### src/rtl/ir_biphase_pkg.sv
package ir_biphase_pkg;

  // Receiver phase: waiting for a frame, waiting for a sample point,
  // or watching for the mid-bit edge that re-times the next bit.
  typedef enum logic [1:0] {
    ST_IDLE   = 2'd0,
    ST_SAMPLE = 2'd1,
    ST_WATCH  = 2'd2
  } rxState_t;

  // Strobes from control to datapath, each at most one cycle wide.
  typedef struct packed {
    logic arm;     // load the sample counter and clear the shift register
    logic shift;   // take the line level as the next bit
    logic finish;  // final sample point: publish the word
  } rxCtl_t;

endpackage

### src/rtl/ir_biphase_edge.sv
module ir_biphase_edge (
  input  logic clk,
  input  logic rst,
  input  logic tickEn,
  input  logic irIn,
  output logic level,
  output logic riseEdge,
  output logic fallEdge
);

  logic syncA;
  logic syncB;
  logic prevLevel;

  // Two-flop synchroniser, clocked every cycle; resets to the idle-high level.
  always_ff @(posedge clk) begin
    if (rst) begin
      syncA <= 1'b1;
      syncB <= 1'b1;
    end else begin
      syncA <= irIn;
      syncB <= syncA;
    end
  end

  // Reference level is refreshed only on ticks, so edges are seen per tick.
  always_ff @(posedge clk) begin
    if (rst) begin
      prevLevel <= 1'b1;
    end else if (tickEn) begin
      prevLevel <= syncB;
    end
  end

  assign level    = syncB;
  assign riseEdge = tickEn &  syncB & ~prevLevel;
  assign fallEdge = tickEn & ~syncB &  prevLevel;

endmodule

### src/rtl/ir_biphase_ctrl.sv
module ir_biphase_ctrl
  import ir_biphase_pkg::*;
#(
  parameter int SAMPLE_TICKS  = 44,
  parameter int TIMEOUT_TICKS = 29
) (
  input  logic   clk,
  input  logic   rst,
  input  logic   tickEn,
  input  logic   riseEdge,
  input  logic   fallEdge,
  input  logic   lastSample,
  output rxCtl_t ctl
);

  localparam int MAX_TICKS = (SAMPLE_TICKS > TIMEOUT_TICKS) ? SAMPLE_TICKS : TIMEOUT_TICKS;
  localparam int CNT_W     = $clog2(MAX_TICKS + 1);
  localparam logic [CNT_W-1:0] SAMPLE_LAST  = CNT_W'(SAMPLE_TICKS - 1);
  localparam logic [CNT_W-1:0] TIMEOUT_LAST = CNT_W'(TIMEOUT_TICKS - 1);

  rxState_t         state;
  logic [CNT_W-1:0] tickCnt;
  logic             anyEdge;
  logic             samplePoint;

  assign anyEdge     = riseEdge | fallEdge;
  assign samplePoint = (state == ST_SAMPLE) && tickEn && (tickCnt == SAMPLE_LAST);

  // One tick counter serves both waits: it restarts at every accepted edge
  // and at every sample point.
  always_ff @(posedge clk) begin
    if (rst) begin
      state   <= ST_IDLE;
      tickCnt <= '0;
    end else begin
      case (state)
        ST_IDLE: begin
          tickCnt <= '0;
          if (fallEdge) begin
            state <= ST_SAMPLE;
          end
        end
        ST_SAMPLE: begin
          if (tickEn) begin
            if (tickCnt == SAMPLE_LAST) begin
              tickCnt <= '0;
              state   <= lastSample ? ST_IDLE : ST_WATCH;
            end else begin
              tickCnt <= tickCnt + 1'b1;
            end
          end
        end
        ST_WATCH: begin
          if (tickEn) begin
            if (anyEdge) begin
              tickCnt <= '0;
              state   <= ST_SAMPLE;
            end else if (tickCnt == TIMEOUT_LAST) begin
              tickCnt <= '0;
              state   <= ST_IDLE;
            end else begin
              tickCnt <= tickCnt + 1'b1;
            end
          end
        end
        default: begin
          tickCnt <= '0;
          state   <= ST_IDLE;
        end
      endcase
    end
  end

  always_comb begin
    ctl        = '0;
    ctl.arm    = (state == ST_IDLE) && fallEdge;
    ctl.shift  = samplePoint && !lastSample;
    ctl.finish = samplePoint &&  lastSample;
  end

  // leaving idle needs a falling edge on the previous cycle.
  a_r2_arm_on_fall: assert property (@(posedge clk) disable iff (rst)
    (state == ST_SAMPLE && $past(state) == ST_IDLE) |-> $past(fallEdge));

  // the wait to a sample point never runs past its length.
  a_r3_sample_window: assert property (@(posedge clk) disable iff (rst)
    (state == ST_SAMPLE) |-> (tickCnt <= SAMPLE_LAST));

  // the edge watch never runs past the timeout window.
  a_r5_watch_window: assert property (@(posedge clk) disable iff (rst)
    (state == ST_WATCH) |-> (tickCnt <= TIMEOUT_LAST));

  // completion returns straight to idle, ready for the next frame.
  a_r9_idle_after_finish: assert property (@(posedge clk) disable iff (rst)
    ctl.finish |=> (state == ST_IDLE));

endmodule

### src/rtl/ir_biphase_dp.sv
module ir_biphase_dp
  import ir_biphase_pkg::*;
#(
  parameter int FRAME_SAMPLES = 14,
  parameter int WORD_W        = 12,
  parameter int CMD_W         = 6
) (
  input  logic              clk,
  input  logic              rst,
  input  rxCtl_t            ctl,
  input  logic              level,
  input  logic [CMD_W-1:0]  matchCode,
  output logic              lastSample,
  output logic [WORD_W-1:0] frameWord,
  output logic              frameValid,
  output logic              cmdMatch
);

  localparam int BIT_CNT_W = $clog2(FRAME_SAMPLES + 1);
  localparam int SHIFT_W   = FRAME_SAMPLES - 1;
  localparam logic [BIT_CNT_W-1:0] SAMPLES_INIT = BIT_CNT_W'(FRAME_SAMPLES);

  logic [BIT_CNT_W-1:0] bitsLeft;
  logic [SHIFT_W-1:0]   shiftReg;

  assign lastSample = (bitsLeft == BIT_CNT_W'(1));

  // Sample counter and shift register for the frame being received.
  always_ff @(posedge clk) begin
    if (rst) begin
      bitsLeft <= '0;
      shiftReg <= '0;
    end else if (ctl.arm) begin
      bitsLeft <= SAMPLES_INIT;
      shiftReg <= '0;
    end else if (ctl.shift) begin
      bitsLeft <= bitsLeft - 1'b1;
      shiftReg <= {shiftReg[SHIFT_W-2:0], level};
    end else if (ctl.finish) begin
      bitsLeft <= '0;
    end
  end

  // Published result, held until the next completed frame.
  always_ff @(posedge clk) begin
    if (rst) begin
      frameWord  <= '0;
      frameValid <= 1'b0;
      cmdMatch   <= 1'b0;
    end else begin
      frameValid <= ctl.finish;
      if (ctl.finish) begin
        frameWord <= shiftReg[WORD_W-1:0];
        cmdMatch  <= (shiftReg[CMD_W-1:0] == matchCode);
      end
    end
  end

  // the sample counter never exceeds its load value.
  a_r7_bits_bounded: assert property (@(posedge clk) disable iff (rst)
    bitsLeft <= SAMPLES_INIT);

  // a valid pulse follows only the last sample point of a frame.
  a_r4_valid_after_last: assert property (@(posedge clk) disable iff (rst)
    frameValid |-> $past(lastSample));

  // the valid strobe lasts a single cycle.
  a_r10_valid_single: assert property (@(posedge clk) disable iff (rst)
    frameValid |=> !frameValid);

endmodule

### src/rtl/ir_biphase_rx.sv
module ir_biphase_rx
  import ir_biphase_pkg::*;
#(
  parameter int SAMPLE_TICKS  = 44,
  parameter int TIMEOUT_TICKS = 29,
  parameter int FRAME_SAMPLES = 14,
  parameter int WORD_W        = 12,
  parameter int CMD_W         = 6
) (
  input  logic              clk,
  input  logic              rst,
  input  logic              tickEn,
  input  logic              irIn,
  input  logic [CMD_W-1:0]  matchCode,
  output logic [WORD_W-1:0] frameWord,
  output logic              frameValid,
  output logic [CMD_W-1:0]  cmdCode,
  output logic              cmdMatch
);

  logic   level;
  logic   riseEdge;
  logic   fallEdge;
  logic   lastSample;
  rxCtl_t ctl;

  ir_biphase_edge uEdge (
    .clk      (clk),
    .rst      (rst),
    .tickEn   (tickEn),
    .irIn     (irIn),
    .level    (level),
    .riseEdge (riseEdge),
    .fallEdge (fallEdge)
  );

  ir_biphase_ctrl #(
    .SAMPLE_TICKS  (SAMPLE_TICKS),
    .TIMEOUT_TICKS (TIMEOUT_TICKS)
  ) uCtrl (
    .clk        (clk),
    .rst        (rst),
    .tickEn     (tickEn),
    .riseEdge   (riseEdge),
    .fallEdge   (fallEdge),
    .lastSample (lastSample),
    .ctl        (ctl)
  );

  ir_biphase_dp #(
    .FRAME_SAMPLES (FRAME_SAMPLES),
    .WORD_W        (WORD_W),
    .CMD_W         (CMD_W)
  ) uDp (
    .clk        (clk),
    .rst        (rst),
    .ctl        (ctl),
    .level      (level),
    .matchCode  (matchCode),
    .lastSample (lastSample),
    .frameWord  (frameWord),
    .frameValid (frameValid),
    .cmdMatch   (cmdMatch)
  );

  assign cmdCode = frameWord[CMD_W-1:0];

  // at completion the flag agrees with the code that was presented.
  a_r8_match_flag: assert property (@(posedge clk) disable iff (rst)
    frameValid |-> (cmdMatch == (cmdCode == $past(matchCode))));

endmodule

### config.mk
export PLATFORM = sky130hd
export DESIGN_NAME = ir_biphase_rx
export DESIGN_NICKNAME = d
export VERILOG_FILES = /design/src/rtl/ir_biphase_pkg.sv /design/src/rtl/ir_biphase_edge.sv /design/src/rtl/ir_biphase_ctrl.sv /design/src/rtl/ir_biphase_dp.sv /design/src/rtl/ir_biphase_rx.sv
export SDC_FILE = /design/constraint.sdc
export NUM_CORES = 1
export LEC_CHECK = 0
export BUFFER_PORTS_ARGS = -buffer_cell sky130_fd_sc_hd__buf_2
export CORE_MARGIN = 2
export CORE_UTILIZATION = 52
export CTS_BUF_LIST = sky130_fd_sc_hd__clkbuf_8
export DETAILED_ROUTE_END_ITERATION = 8
export HOLD_SLACK_MARGIN = 0.08
export PLACE_DENSITY_LB_ADDON = 0.2
export SYNTH_ARGS = -nofsm -noshare
export SYNTH_HDL_FRONTEND = slang
export SYNTH_SLANG_ARGS = --single-unit
### constraint.sdc
create_clock -name clk -period 1.9 [get_ports clk]
set_clock_uncertainty 0.15 [all_clocks]
set_input_delay 0.38 -clock clk [delete_from_list [all_inputs] [get_ports clk]]
set_output_delay 0.38 -clock clk [all_outputs]
set_load 0.01 [all_outputs]
==> summary.txt <==
Route
  – Routed length per instance: around 13 um
  – Final WL: 4080 um
  – Number of iterations in the first detailed-routing pass: 6
  – Vias/cell: 5.06
  – 1st-iter DRT viols: 46
  – Remaining antenna violation count after routing: 0
  – Via count of the routed design: 1639
  – DRC viols: 0

Cells and area
  – Share of the core filled with cells: 70.8%
  – Area used by multi-input combinational logic: 1110 um2
  – Share of layout cells above drive strength 1: 37.3%
  – Antenna Diode Count: 0
  – Fill count: roughly 300
  – Highest-count cells in the layout ignoring fill and taps: sky130_fd_sc_hd__nand2_1 (38), sky130_fd_sc_hd__dfxtp_1 (37), sky130_fd_sc_hd__buf_2 (29)
  – Final design area excluding fillers: 2570 um2
  – Growth of design area from synthesis to finish: 32.9%
  – Seq. cell area: between 800 and 900 um2
  – Final net count: around 300
  – Commonest non-fill, non-tap cell in the layout: sky130_fd_sc_hd__nand2_1

Power
  – Leak: 1.03 nW
  – Worst supply voltage drop on vdd: between 0.4 and 0.5 mV
  – Pwr/cell area: a little under 800 nW/um2

Synthesis
  – Number of enable-type register cells in the synthesized netlist: 0
  – Post-synthesis sequential area ratio: 42.4%
  – Number of distinct standard cells referenced by the synthesized netlist: 38
  – Gate count of the mapped netlist: ~220
  – Netlist area before placement: 1940 um2
  – Synthesized Nets: ~240
  – Count of state elements after synthesis: between 40 and 50
  – Yosys warns: 0
  – Syn avg cell area: 8.76 um2
  – Proportion of register bits with asynchronous set or reset after synthesis: 0%
  – Dominant register cell in the synthesized netlist: sky130_fd_sc_hd__dfxtp_1

Global route
  – Total gr overflow: 0
  – Number of global-route vias before repair: 1426
  – First-pass GRT wire length: 6360 um
  – Largest net degree at the start of global routing: 15
  – Antenna violations before repair: 0
  – Total GRT Usage: 19.8%

Timing
  – Number of slew-limit violations in the final report: 0
  – Sum Neg Setup Slack: -0.370 ns
  – Final critical-path share of the clock period: 103%
  – Maximum clock rate: about 0.5 GHz
  – Final setup violation count: 13
  – Worst path setup slack after routing: -0.0624 ns
  – Unrepaired setup endpoints after global routing: yes
  – Worst-margin pin slew: around 0.43 ns
  – Final hold violations: 0
  – Max-Slew Margin vs Limit: just over 70%
  – Crit path time final: 1.96 ns

Floorplan
  – Area of the die: 4230 um2
  – Std-Cell Rows: 22
  – Core area: 3630 um2
  – I/O pins: 30
  – DIE HEIGHT: 65.0 um
  – Initial standard-cell utilization of the core: 53.3%
  – Width of the die: 65.0 um

Setup path
  – Required time of the critical path: 1.93 ns
  – Worst flop-to-flop path startpoint: uCtrl.tickCnt[1]
  – Startpoint type of the worst setup path: register
  – Critical path type: reg -> reg
  – Endpoint type of the worst setup path: register
  – Critical Path Max Stage Delay: approximately 0.44 ns
  – Start point of the critical path: uCtrl.tickCnt[1]
  – Cell type of the slowest stage on the worst timing path: sky130_fd_sc_hd__or3_4
  – Biggest fanout along the worst timing path: 6
  – Cell class contributing the biggest share of worst-path delay: simple AND/OR/NAND/NOR gates
  – Ordered list of cells on the worst path: ha_4 -> nand4b_1 -> or3_4 -> nor2_8 -> clkbuf_16 -> mux2i_1 -> nor2_1
  – Arrival time reported for the critical path endpoint: 1.99 ns
  – Register-to-register setup slack: -0.06 ns
  – WP buf/inv: 1

Placement
  – HPWL after DPL: 2830 um
  – Post-placement setup slack: -0.140 ns
  – Total cell area at the placement stage: 2290 um2
  – PortBufs: 29
  – Placer's final routability congestion estimate: 0.763

Clock network
  – Clock latency reported for the late side of the worst-skew pair: 0.30 ns
  – Max Root-Sink Buffers: 2
  – Clock slew at the register clock pins of the worst setup and hold paths: 0.08 ns
  – Total CTS buffers: 5
  – Cell chosen for the clock root: sky130_fd_sc_hd__clkbuf_8
  – CTS tree: built
  – # clock sinks: 41
  – Number of H-tree levels: 2

Run status
  – Result of the run: finished, violations left
  – Failing checks: negative setup slack

Worst hold path
  – Hold crit path type: in -> reg
  – Worst Min Path Start: irIn

Flow run
  – Total of max-cap violations: 0
==> per-stage QoR <==
stage | hold WS [ns] | total power [mW] | std cells
after floorplan | 0.239 | 1.19 | 221
after global placement | 0.242 | 1.35 | 310
after detailed placement | 0.252 | 1.36 | 310
after CTS | 0.100 | 1.96 | 322
after global routing | 0.0986 | 2.13 | 324
final | 0.110 | 2.02 | 324
==> per-layer routing <==
layer | track usage, % | vias to the layer above | routed length [um]
li1 | - | 852 | -
met1 | 26.9 | 756 | 1980
met2 | 29.9 | 25 | 1910
met3 | 4.69 | 6 | 125
met4 | 8.59 | 0 | 66
met5 | 0 | - | 0
==> path summary, 6_finish.rpt <==
kind | to | cells after the start
setup / recovery | uDp.shiftReg[1] | 7
setup reg to reg | uDp.shiftReg[1] | 7
hold reg to reg | uEdge.level | 1
hold / removal | uEdge.syncA | 2
==> cells in the mapped netlist, types with 2 or more instances <==
master | n | share of area (%)
sky130_fd_sc_hd__or2_2 | 3 | 0.97
sky130_fd_sc_hd__ha_1 | 8 | 5.2
sky130_fd_sc_hd__inv_1 | 12 | 2.3
sky130_fd_sc_hd__xnor2_1 | 2 | 0.90
sky130_fd_sc_hd__clkbuf_1 | 5 | 0.97
sky130_fd_sc_hd__mux2i_1 | 15 | 7.8
sky130_fd_sc_hd__nor3_1 | 2 | 0.52
sky130_fd_sc_hd__a21oi_1 | 22 | 5.7
sky130_fd_sc_hd__nand3_1 | 5 | 1.3
sky130_fd_sc_hd__o311ai_1 | 3 | 1.4
sky130_fd_sc_hd__xor2_1 | 4 | 1.8
sky130_fd_sc_hd__buf_4 | 6 | 2.3
sky130_fd_sc_hd__dfxtp_1 | 41 | 42
sky130_fd_sc_hd__nand4_1 | 3 | 0.97
sky130_fd_sc_hd__nand2_1 | 40 | 7.8
sky130_fd_sc_hd__nor2_1 | 20 | 3.9
sky130_fd_sc_hd__nand2b_1 | 2 | 0.65
sky130_fd_sc_hd__or4_1 | 2 | 0.77
sky130_fd_sc_hd__o21ai_0 | 5 | 1.3
sky130_fd_sc_hd__nand4b_1 | 2 | 0.90
sky130_fd_sc_hd__or3_1 | 2 | 0.65
==> final cells by class <==
cell class                 count  share of cell area (%)
clock buffer                   5                    2.67
clock inverter                 3                   0.826
multi-input combinational    154                    43.3
sequential                    41                    32.3
inverter                      12                    1.85
timing repair buffer          61                    16.8
tap                           48                    2.33
==> cells by family after synthesis <==
kind of cell	share of synthesized area, %
simple gates	22.3
flops	42.4
compound gates	11.4
buf+inv	7.49
mux	7.75
fa+ha+maj	5.17
xor+xnor	3.55
==> state kept, by name, summed over array words and instances, names as in the netlist <==
register         count
uCtrl.state          2
uCtrl.tickCnt        6
uDp.bitsLeft         4
uDp.cmdMatch         1
uDp.frameValid       1
uDp.frameWord       12
uDp.shiftReg        12
uEdge.level          1
uEdge.prevLevel      1
uEdge.syncA          1
==> power by group <==
group / switching [mW] / internal (mW) / total (mW)
Combinational: 0.264 / 0.258 / 0.522
Clock: 0.326 / 0.261 / 0.586
Sequential: 0.0266 / 0.884 / 0.910
Total: 0.617 / 1.40 / 2.02
==> worst reg2reg max path, delay by kind of cell (launching register included) <==
kind                       cells  cell delay, ns
adders and majority gates      1            0.13
muxes                          1            0.20
and+or+nand+nor                4            0.83
buffers and inverters          1            0.17
DFF                            1            0.37
==> repair_timing <==
item,CTS,global route
endpoints found under the setup margin,17,34
gates resized for setup,10,19
gates cloned,0,1
buffers inserted,4,1
hold buffers,0,0
pin swaps,8,8
hold endpoints to repair,0,0
Power figures use the tool's default switching activity.
